--- config.mk ---
export PLATFORM = sky130hd
export DESIGN_NAME = pgm_pause_ctrl
export DESIGN_NICKNAME = d
export VERILOG_FILES = /design/src/rtl/pps_pkg.sv /design/src/rtl/pps_cmd_dec.sv /design/src/rtl/pps_stub_engine.sv /design/src/rtl/pps_fsm.sv /design/src/rtl/pps_status.sv /design/src/rtl/pgm_pause_ctrl.sv
export SDC_FILE = /design/constraint.sdc
export NUM_CORES = 1
export LEC_CHECK = 0
export ABC_CLOCK_PERIOD_IN_PS = 2850
export CORE_AREA = 2 2 56 58
export DETAILED_ROUTE_END_ITERATION = 12
export DIE_AREA = 0 0 58 60
export GPL_ROUTABILITY_DRIVEN = 0
export GPL_TIMING_DRIVEN = 0
export HOLD_SLACK_MARGIN = 0.02
export PLACE_DENSITY_LB_ADDON = 0.08
export SLEW_MARGIN = 25
export SYNTH_ARGS = -nofsm -noshare
export SYNTH_HDL_FRONTEND = slang
export SYNTH_HIERARCHICAL = 1
export SYNTH_SLANG_ARGS = --single-unit
--- constraint.sdc ---
create_clock -name clk -period 2.85 [get_ports clk]
set_clock_uncertainty 0.2 [all_clocks]
set_input_delay 0.285 -clock clk [delete_from_list [all_inputs] [get_ports clk]]
set_output_delay 0.285 -clock clk [all_outputs]
set_load 0.005 [all_outputs]
--- src/rtl/pps_pkg.sv ---
package pps_pkg;
   typedef enum logic [1:0] {
      PS_IDLE = 2'd0,
      PS_RUN  = 2'd1,
      PS_PEND = 2'd2,
      PS_SUSP = 2'd3
   } pps_state_e;

   localparam int SR_READY_BIT = 7;
   localparam int SR_ESUSP_BIT = 6;
   localparam int SR_PSUSP_BIT = 2;
endpackage

--- src/rtl/pps_cmd_dec.sv ---
module pps_cmd_dec #(
   parameter int             CMD_W    = 8,
   parameter logic [CMD_W-1:0] CODE_WORD = 8'h40,
   parameter logic [CMD_W-1:0] CODE_BUF  = 8'hE8,
   parameter logic [CMD_W-1:0] CODE_SUSP = 8'hB0,
   parameter logic [CMD_W-1:0] CODE_RES  = 8'hD0
) (
   input  logic             wr_valid,
   input  logic [CMD_W-1:0] wr_cmd,
   output logic             hit_word,
   output logic             hit_buf,
   output logic             hit_susp,
   output logic             hit_res
);
   // address plays no part in decoding: commands land from any location
   always_comb begin
      hit_word = wr_valid && (wr_cmd == CODE_WORD);
      hit_buf  = wr_valid && (wr_cmd == CODE_BUF);
      hit_susp = wr_valid && (wr_cmd == CODE_SUSP);
      hit_res  = wr_valid && (wr_cmd == CODE_RES);
   end
endmodule

--- src/rtl/pps_stub_engine.sv ---
module pps_stub_engine #(
   parameter int WORD_STEPS = 2,
   parameter int BUF_STEPS  = 8,
   parameter int STEP_CYC   = 4,
   parameter int STEP_W     = 4
) (
   input  logic              clk,
   input  logic              rst_n,
   input  logic              start,
   input  logic              use_buf,
   input  logic              pause,
   output logic              busy,
   output logic              safe_pt,
   output logic              done,
   output logic [STEP_W-1:0] step
);
   localparam int CYC_W = (STEP_CYC > 1) ? $clog2(STEP_CYC) : 1;

   logic [STEP_W-1:0] len_q;
   logic              step_end;
   logic              last_step;

   generate
      if (STEP_CYC == 1) begin : g_single
         assign step_end = busy && !pause;
      end else begin : g_multi
         logic [CYC_W-1:0] cyc_q;
         always_ff @(posedge clk or negedge rst_n) begin
            if (!rst_n) begin
               cyc_q <= '0;
            end else if (start && !busy) begin
               cyc_q <= '0;
            end else if (busy && !pause) begin
               if (cyc_q == CYC_W'(STEP_CYC - 1)) cyc_q <= '0;
               else                               cyc_q <= cyc_q + 1'b1;
            end
         end
         assign step_end = busy && !pause && (cyc_q == CYC_W'(STEP_CYC - 1));
      end
   endgenerate

   assign last_step = (step == len_q - STEP_W'(1));
   assign safe_pt   = step_end && !last_step;
   assign done      = step_end && last_step;

   always_ff @(posedge clk or negedge rst_n) begin
      if (!rst_n) begin
         busy  <= 1'b0;
         step  <= '0;
         len_q <= STEP_W'(WORD_STEPS);
      end else if (start && !busy) begin
         busy  <= 1'b1;
         step  <= '0;
         len_q <= use_buf ? STEP_W'(BUF_STEPS) : STEP_W'(WORD_STEPS);
      end else if (step_end) begin
         step <= step + 1'b1;
         if (last_step) busy <= 1'b0;
      end
   end
endmodule

--- src/rtl/pps_fsm.sv ---
module pps_fsm
   import pps_pkg::*;
(
   input  logic       clk,
   input  logic       rst_n,
   input  logic       hit_word,
   input  logic       hit_buf,
   input  logic       hit_susp,
   input  logic       hit_res,
   input  logic       eng_safe,
   input  logic       eng_done,
   output pps_state_e state,
   output logic       eng_start,
   output logic       eng_use_buf
);
   pps_state_e nxt;

   assign eng_start   = (state == PS_IDLE) && (hit_word || hit_buf);
   assign eng_use_buf = hit_buf;

   always_comb begin
      nxt = state;
      unique case (state)
         PS_IDLE: if (eng_start) nxt = PS_RUN;
         PS_RUN: begin
            if (eng_done)                  nxt = PS_IDLE;
            else if (hit_susp && eng_safe) nxt = PS_SUSP;
            else if (hit_susp)             nxt = PS_PEND;
         end
         PS_PEND: begin
            if (eng_done)      nxt = PS_IDLE;
            else if (eng_safe) nxt = PS_SUSP;
         end
         PS_SUSP: if (hit_res) nxt = PS_RUN;
         default: nxt = PS_IDLE;
      endcase
   end

   always_ff @(posedge clk or negedge rst_n) begin
      if (!rst_n) state <= PS_IDLE;
      else        state <= nxt;
   end
endmodule

--- src/rtl/pps_status.sv ---
module pps_status
   import pps_pkg::*;
#(
   parameter int SR_W   = 8,
   parameter int ADDR_W = 16
) (
   input  pps_state_e        state,
   input  logic              erase_susp,
   input  logic              rd_req,
   input  logic [ADDR_W-1:0] host_addr,
   output logic [SR_W-1:0]   sr,
   output logic              rd_grant,
   output logic [ADDR_W-1:0] array_rd_addr
);
   logic ready;
   logic psusp;

   assign ready = (state == PS_IDLE) || (state == PS_SUSP);
   assign psusp = (state == PS_SUSP);

   generate
      for (genvar i = 0; i < SR_W; i++) begin : g_bit
         if (i == SR_READY_BIT) begin : g_rdy
            assign sr[i] = ready;
         end else if (i == SR_ESUSP_BIT) begin : g_es
            assign sr[i] = erase_susp;
         end else if (i == SR_PSUSP_BIT) begin : g_ps
            assign sr[i] = psusp;
         end else begin : g_zero
            assign sr[i] = 1'b0;
         end
      end
   endgenerate

   assign rd_grant      = rd_req && ready;
   assign array_rd_addr = rd_grant ? host_addr : '0;
endmodule

--- src/rtl/pgm_pause_ctrl.sv ---
module pgm_pause_ctrl
   import pps_pkg::*;
#(
   parameter int CMD_W      = 8,
   parameter int ADDR_W     = 16,
   parameter int SR_W       = 8,
   parameter int WORD_STEPS = 2,
   parameter int BUF_STEPS  = 8,
   parameter int STEP_CYC   = 4,
   parameter int STEP_W     = $clog2(BUF_STEPS + 1),
   parameter logic [CMD_W-1:0] CMD_WORD    = 8'h40,
   parameter logic [CMD_W-1:0] CMD_BUF     = 8'hE8,
   parameter logic [CMD_W-1:0] CMD_SUSPEND = 8'hB0,
   parameter logic [CMD_W-1:0] CMD_RESUME  = 8'hD0
) (
   input  logic              clk,
   input  logic              rst_n,
   input  logic              wr_valid,
   input  logic [CMD_W-1:0]  wr_cmd,
   input  logic [ADDR_W-1:0] host_addr,
   input  logic              rd_req,
   input  logic              erase_susp,
   output logic              engine_pause,
   output logic [STEP_W-1:0] eng_step,
   output logic [SR_W-1:0]   sr,
   output logic              rd_grant,
   output logic [ADDR_W-1:0] array_rd_addr
);
   generate
      if (WORD_STEPS < 1)          begin : g_bad_word $error("WORD_STEPS must be at least 1"); end
      if (BUF_STEPS < WORD_STEPS)  begin : g_bad_buf  $error("BUF_STEPS must not be below WORD_STEPS"); end
      if (STEP_CYC < 1)            begin : g_bad_cyc  $error("STEP_CYC must be at least 1"); end
      if (SR_W < 8)                begin : g_bad_sr   $error("SR_W must hold bits 0 to 7"); end
      if ((1 << STEP_W) <= BUF_STEPS) begin : g_bad_sw $error("STEP_W too narrow for BUF_STEPS"); end
   endgenerate

   logic       hit_word, hit_buf, hit_susp, hit_res;
   logic       eng_start, eng_use_buf;
   logic       eng_busy, eng_safe, eng_done;
   pps_state_e state;

   pps_cmd_dec #(
      .CMD_W(CMD_W), .CODE_WORD(CMD_WORD), .CODE_BUF(CMD_BUF),
      .CODE_SUSP(CMD_SUSPEND), .CODE_RES(CMD_RESUME)
   ) u_dec (
      .wr_valid(wr_valid), .wr_cmd(wr_cmd),
      .hit_word(hit_word), .hit_buf(hit_buf),
      .hit_susp(hit_susp), .hit_res(hit_res)
   );

   pps_fsm u_fsm (
      .clk(clk), .rst_n(rst_n),
      .hit_word(hit_word), .hit_buf(hit_buf),
      .hit_susp(hit_susp), .hit_res(hit_res),
      .eng_safe(eng_safe), .eng_done(eng_done),
      .state(state), .eng_start(eng_start), .eng_use_buf(eng_use_buf)
   );

   assign engine_pause = (state == PS_SUSP);

   pps_stub_engine #(
      .WORD_STEPS(WORD_STEPS), .BUF_STEPS(BUF_STEPS),
      .STEP_CYC(STEP_CYC), .STEP_W(STEP_W)
   ) u_eng (
      .clk(clk), .rst_n(rst_n),
      .start(eng_start), .use_buf(eng_use_buf), .pause(engine_pause),
      .busy(eng_busy), .safe_pt(eng_safe), .done(eng_done), .step(eng_step)
   );

   pps_status #(.SR_W(SR_W), .ADDR_W(ADDR_W)) u_stat (
      .state(state), .erase_susp(erase_susp),
      .rd_req(rd_req), .host_addr(host_addr),
      .sr(sr), .rd_grant(rd_grant), .array_rd_addr(array_rd_addr)
   );
endmodule

==> results of run 1 <==
==> synthesized netlist by cell type (2+ instances only) <==
master,instances
nand2b_1,2
a21oi_1,3
o21ai_0,4
and3b_2,6
dfrtp_1,10
nor3_1,3
nor4_2,2
and3b_1,10
buf_4,9
and2_1,2
nor2b_1,3
a31oi_1,3
inv_1,5
ha_1,7
nor3b_1,3
nand2_1,6
mux2i_1,4
buf_6,3
nor2_1,3
==> cells by family (layout without fill, tap and decap cells) <==
family,Yosys count,in the layout,synth area share [%]
AND/OR/NAND/NOR,49,49,34.7
AO/OA/AOI/OAI,19,19,12.2
buffers and inverters,18,74,11.8
flip-flops,11,11,26.2
adder cells (fa/ha/maj),7,7,8.28
multiplexers,5,5,4.85
XOR/XNOR,2,2,1.66
other,1,5,0.355
==> flip-flops by register name, indices dropped and copies added, names as in the netlist <==
| name | cells |
|---|---|
| u_eng/len_q | 2 |
| u_fsm/state | 2 |
| u_eng/busy | 1 |
| u_eng/step | 4 |
| u_eng/g_multi.cyc_q | 2 |
==> layer usage <==
metal  vias up  share of wire, %  GRT usage (%)
met5         -                 0              0
met4         0                 0           2.33
met3         0               7.6           3.90
met2        40                47           27.3
met1       465                45           19.5
li1        512                 -              -
==> stage by stage <==
| stage | utilization (%) | power (mW) | instance area, µm² | setup WS [ns] | instances |
|---|---|---|---|---|---|
| 4_1_cts | 57.2 | 1.29 | 1660 | 0.332 | 205 |
| 2_1_floorplan | - | 0.792 | 1070 | 0.599 | 116 |
| 3_5_place_dp | 56.3 | 1.17 | 1630 | 0.0736 | 201 |
| 6_report | 57.2 | 1.27 | 1660 | 0.354 | 205 |
| 5_1_grt | 57.2 | 1.38 | 1660 | 0.218 | 205 |
| 3_3_place_gp | 56.3 | 1.14 | 1630 | 0.0571 | 201 |
==> power breakdown <==
part | switching, mW | internal [mW]
clock | 0.0548 | 0.0519
sequential | 0.0942 | 0.219
combinational | 0.312 | 0.543
==> layout make-up <==
| class | count | area share, % |
|---|---|---|
| Clock buffer | 3 | 1.36 |
| Clock inverter | 1 | 0.301 |
| Timing Repair Buffer | 52 | 31.3 |
| Multi-Input combinational cell | 87 | 40.4 |
| Buffer | 13 | 6.40 |
| Tap cell | 33 | 2.48 |
| Inverter | 5 | 1.13 |
| Sequential cell | 11 | 16.6 |
==> path summary, 6_finish.rpt <==
check                                    endpoint  cells past startpoint
max                                u_fsm/state[0]                      6
min                                u_eng/len_q[3]                      1
max reg2reg                        u_fsm/state[0]                      6
min reg2reg                u_eng/g_multi.cyc_q[0]                      1
max in group asynchronous          u_eng/len_q[1]                      1
min in group clk           u_eng/g_multi.cyc_q[0]                      1
==> flow_summary.toml, run 1 <==
[finish]
regArea_um2 = 277
layout_commonest_cell = "clkdlybuf4s50_1"
final_nets = 209
antennaDiodeCount = 0
most-common-layout-cells = "clkdlybuf4s50_1, dfrtp_1, and3b_1"
syn2layout_area_growth_pct = 57.2
multi_input_area_um2 = 671
fillers = 285
post_route_cells_drive_above_1_share_pct = 18.6

[sta]
maxSlewViolCount = 0
whs_ns = 0.149
fmax_ghz = 0.401
setup_viol = 0
tightest_slew_ns = 0.499
fin_crit_sh_pct = 87.6
slew_headroom_pct = 66.6
final_hold_viol_count = 0
period_needed_ns = 2.50
fin_setup_tns_ns = 0
rsz0062_at_grt = "no"

[clock_network]
cts_tree = "built"
clkTransAtPathRegs_ns = 0.07
cts_setup_buffers = 0
cts_buffers = 3
cts_resized = 0
ctsRootBufferMaster = "clkbuf_4"
clk_latency_ns = 0.27
hold_buffers = 0
clock_path_buffers = 2
cts_sinks = 11
h-tree-depth = 1

[detailed_routing]
via_count = 1017
firstDrtPassIters = 4
wl_per_cell_um = 13.1
drc = 0
antenna_left = 0
wl_um = 2690
avgViaCountPerCell = 4.96
first_iter_violations = 21

[synth]
synth_cell_types = 43
synth-edff-count = 0
avgSynthCellArea_um2 = 9.44
syn_area_um2 = 1060
synth_cells = 112
yosys_most_used_dff = "dfrtp_1"
synth-seq-area-share_pct = 26.2
async_reset_ff_share_pct = 100
synth_warnings = 6
yosys.area.top_type = "dfrtp_1"
synth_seq_cells = 11
yosys-top-cells-area = "dfrtp_1, and3b_1, ha_1, buf_4, and3b_2"
synth_top_area_share_pct = 23.7

[worst_setup_path]
arrival_ns = 2.45
worstPathCellList = "clkdlybuf4s50_1, or4b_4, nor3_1, nor3b_1, nor4_2, mux2_2"
worst-setup-path-type = "primary input to register"
r2r-start = "u_eng/step[3]"
critPathCaptureType = "register"
max_stage_delay_ns = 0.57
crit_required_ns = 2.81
start_kind = "primary input"
critPathMaxFanout = 4
path_buf_inv = 1
cpMaxStageDelayCell = "or4b_4"
reg2reg_slack_ns = 0.51
critical-path-top-delay-family = "simple AND/OR/NAND/NOR gates"
cp-startpoint = "wr_cmd[1]"

[placed_design]
hpwl_um = 2180
port-buffer-count = 52

[die]
core_region_area_um2 = 2900
ioPinCount = 59
start_util_pct = 36.4
die_x_um = 58
fp.dieH_um = 60
rows = 20
die-area_um2 = 3480

[grt]
grt_first_pass_wirelength_um = 4290
grt_overflow = 0
first_global_vias = 990
grt_max_degree = 12
track_usage_pct = 15.5
antenna_found_initial = 0

[job]
drv_cap = 0

[hold_path]
hold_path.class = "primary input to async pin"

[status]
outcome = "complete, no violations"

[power_and_ir_drop]
powerDensity_nw_per_um2 = 767
ir_worst_vdd_mv = 0.477
power_leakage_nw = 0.747
Power figures use the tool's default switching activity.
==> run 2, diff against run 1 <==
--- a/config.mk
+++ b/config.mk
@@ -6,14 +6,15 @@
 export NUM_CORES = 1
 export LEC_CHECK = 0
 export ABC_CLOCK_PERIOD_IN_PS = 2850
-export CORE_AREA = 2 2 56 58
+export CORE_AREA = 2 2 55 57
+export CTS_BUF_LIST = sky130_fd_sc_hd__clkbuf_4 sky130_fd_sc_hd__clkbuf_8
 export DETAILED_ROUTE_END_ITERATION = 12
-export DIE_AREA = 0 0 58 60
+export DIE_AREA = 0 0 57 59
 export GPL_ROUTABILITY_DRIVEN = 0
 export GPL_TIMING_DRIVEN = 0
 export HOLD_SLACK_MARGIN = 0.02
 export PLACE_DENSITY_LB_ADDON = 0.08
-export SLEW_MARGIN = 25
+export SLEW_MARGIN = 20
 export SYNTH_ARGS = -nofsm -noshare
 export SYNTH_HDL_FRONTEND = slang
 export SYNTH_HIERARCHICAL = 1
==> run 2 against run 1 <==
Against the previous run:
- first-iteration DRC count is 4.8% higher
- maximum frequency shrank 2.1%
- clock power increased by 9%
- global-route usage grew 0.75 points
- clock-buffer cell count rose by 1
- final cell count fell by 0.98%
- design area unchanged
- worst hold slack gained 0.011 ns
- sequential power barely moved
- core utilization rose by 4.1 points
==> flow_summary.toml, run 2 (synthesis gave the netlist of run 1 again) <==
[worst_setup_path]
worstPathCellList = "clkdlybuf4s50_1, or4b_4, nor3_1, nor3b_1, nor4_2, mux2_2"
max_stage_delay_ns = 0.56
crit_required_ns = 2.80
arrival_ns = 2.50
critPathCaptureType = "register"
start_kind = "primary input"
path_buf_inv = 1
critical-path-top-delay-family = "simple AND/OR/NAND/NOR gates"
worst-setup-path-type = "primary input to register"
critPathMaxFanout = 4
cpMaxStageDelayCell = "or4b_4"

[grt]
grt_overflow = 0
track_usage_pct = 16.2
grt_first_pass_wirelength_um = 4330
first_global_vias = 1000
antenna_found_initial = 0
grt_max_degree = 12

[finish]
most-common-layout-cells = "clkdlybuf4s50_1, dfrtp_1, and3b_1"
syn2layout_area_growth_pct = 57.2
final_nets = 209
regArea_um2 = 277
utilization_pct = 61.3
multi_input_area_um2 = 671
layout_commonest_cell = "clkdlybuf4s50_1"
top_register = "u_eng/step"
antennaDiodeCount = 0
post_route_cells_drive_above_1_share_pct = 18.6
fillers = 239
largest_reg_flops = 4

[placed_design]
hpwl_um = 2160
port-buffer-count = 52

[die]
fp.dieH_um = 59
ioPinCount = 59
start_util_pct = 39.0
core_region_area_um2 = 2710
die-area_um2 = 3360
die_x_um = 57
rows = 19

[clock_network]
cts_setup_buffers = 0
cts_sinks = 11
clk_latency_ns = 0.27
clock_path_buffers = 2
clkTransAtPathRegs_ns = 0.07
cts_resized = 0
cts_tree = "built"
h-tree-depth = 1
ctsRootBufferMaster = "clkbuf_4"
hold_buffers = 0
cts_buffers = 3

[detailed_routing]
drt-met1-wl_um = 1140
avgViaCountPerCell = 5.19
highest_layer = "met3"
wl_met3_um = 259
wl_um = 2700
drc = 0
first_iter_violations = 22
wl_per_cell_um = 13.3
firstDrtPassIters = 4
antenna_left = 0
met2_length_um = 1310
via_count = 1054

[sta]
setup_viol = 0
rsz0062_at_grt = "no"
tightest_slew_ns = 0.523
period_needed_ns = 2.55
maxSlewViolCount = 0
fin_crit_sh_pct = 89.4
fin_setup_tns_ns = 0
fmax_ghz = 0.392
slew_headroom_pct = 65.0
final_hold_viol_count = 0

[power_and_ir_drop]
ir_worst_vdd_mv = 0.541
powerDensity_nw_per_um2 = 773
power_leakage_nw = 0.748

[status]
outcome = "complete, no violations"

[hold_path]
hold_path.class = "primary input to async pin"

[job]
drv_cap = 0
==> run 2: cell count changes in the layout (fill, tap and decap cells not counted), sizes merged <==
cell,before,now
clkbuf,3,4
clkinv,1,0
==> run 2: stage by stage <==
| step | instances | cell area [µm²] | total power [mW] | worst slack (ns) | hold slack [ns] |
|---|---|---|---|---|---|
| CTS | 203 | 1660 | 1.29 | 0.305 | 0.167 |
| finish | 203 | 1660 | 1.28 | 0.301 | 0.159 |
| global route | 203 | 1660 | 1.39 | 0.165 | 0.191 |
| detailed placement | 199 | 1630 | 1.17 | 0.0246 | 0.287 |
| global placement | 199 | 1630 | 1.14 | 0.0629 | 0.278 |
| floorplan | 116 | 1070 | 0.792 | 0.599 | -0.211 |
==> run 2: path summary, 6_finish.rpt <==
kind                                          end  slack (ns)                    from  cells after the start
setup / recovery                   u_fsm/state[0]        0.30               wr_cmd[1]                      6
hold / removal                      u_eng/step[3]        0.16                   rst_n                      1
setup reg to reg                   u_fsm/state[0]        0.47          u_fsm/state[0]                      7
hold reg to reg            u_eng/g_multi.cyc_q[0]        0.29  u_eng/g_multi.cyc_q[0]                      1
max in group asynchronous          u_eng/len_q[1]        1.93                   rst_n                      1
min in group clk           u_eng/g_multi.cyc_q[0]        0.29  u_eng/g_multi.cyc_q[0]                      1
==> run 2: cell type report <==
cell class	count	share of cell area, %
Buffer	13	6.40
Clock buffer	4	1.81
Inverter	5	1.13
Multi-Input combinational cell	87	40.4
Sequential cell	11	16.6
Tap cell	31	2.33
Timing Repair Buffer	52	31.3
==> run 2: power by group <==
group          total, mW  switching [mW]  internal, mW
Sequential         0.310          0.0909         0.219
Combinational      0.857           0.315         0.542
Clock              0.117          0.0537        0.0636
Total               1.28           0.460         0.824
==> run 2: per-layer routing <==
layer / vias up / global-route usage, %
met5: - / 0
met4: 0 / 4.98
met3: 0 / 2.62
met2: 58 / 30.9
met1: 480 / 18.6
li1: 516 / -
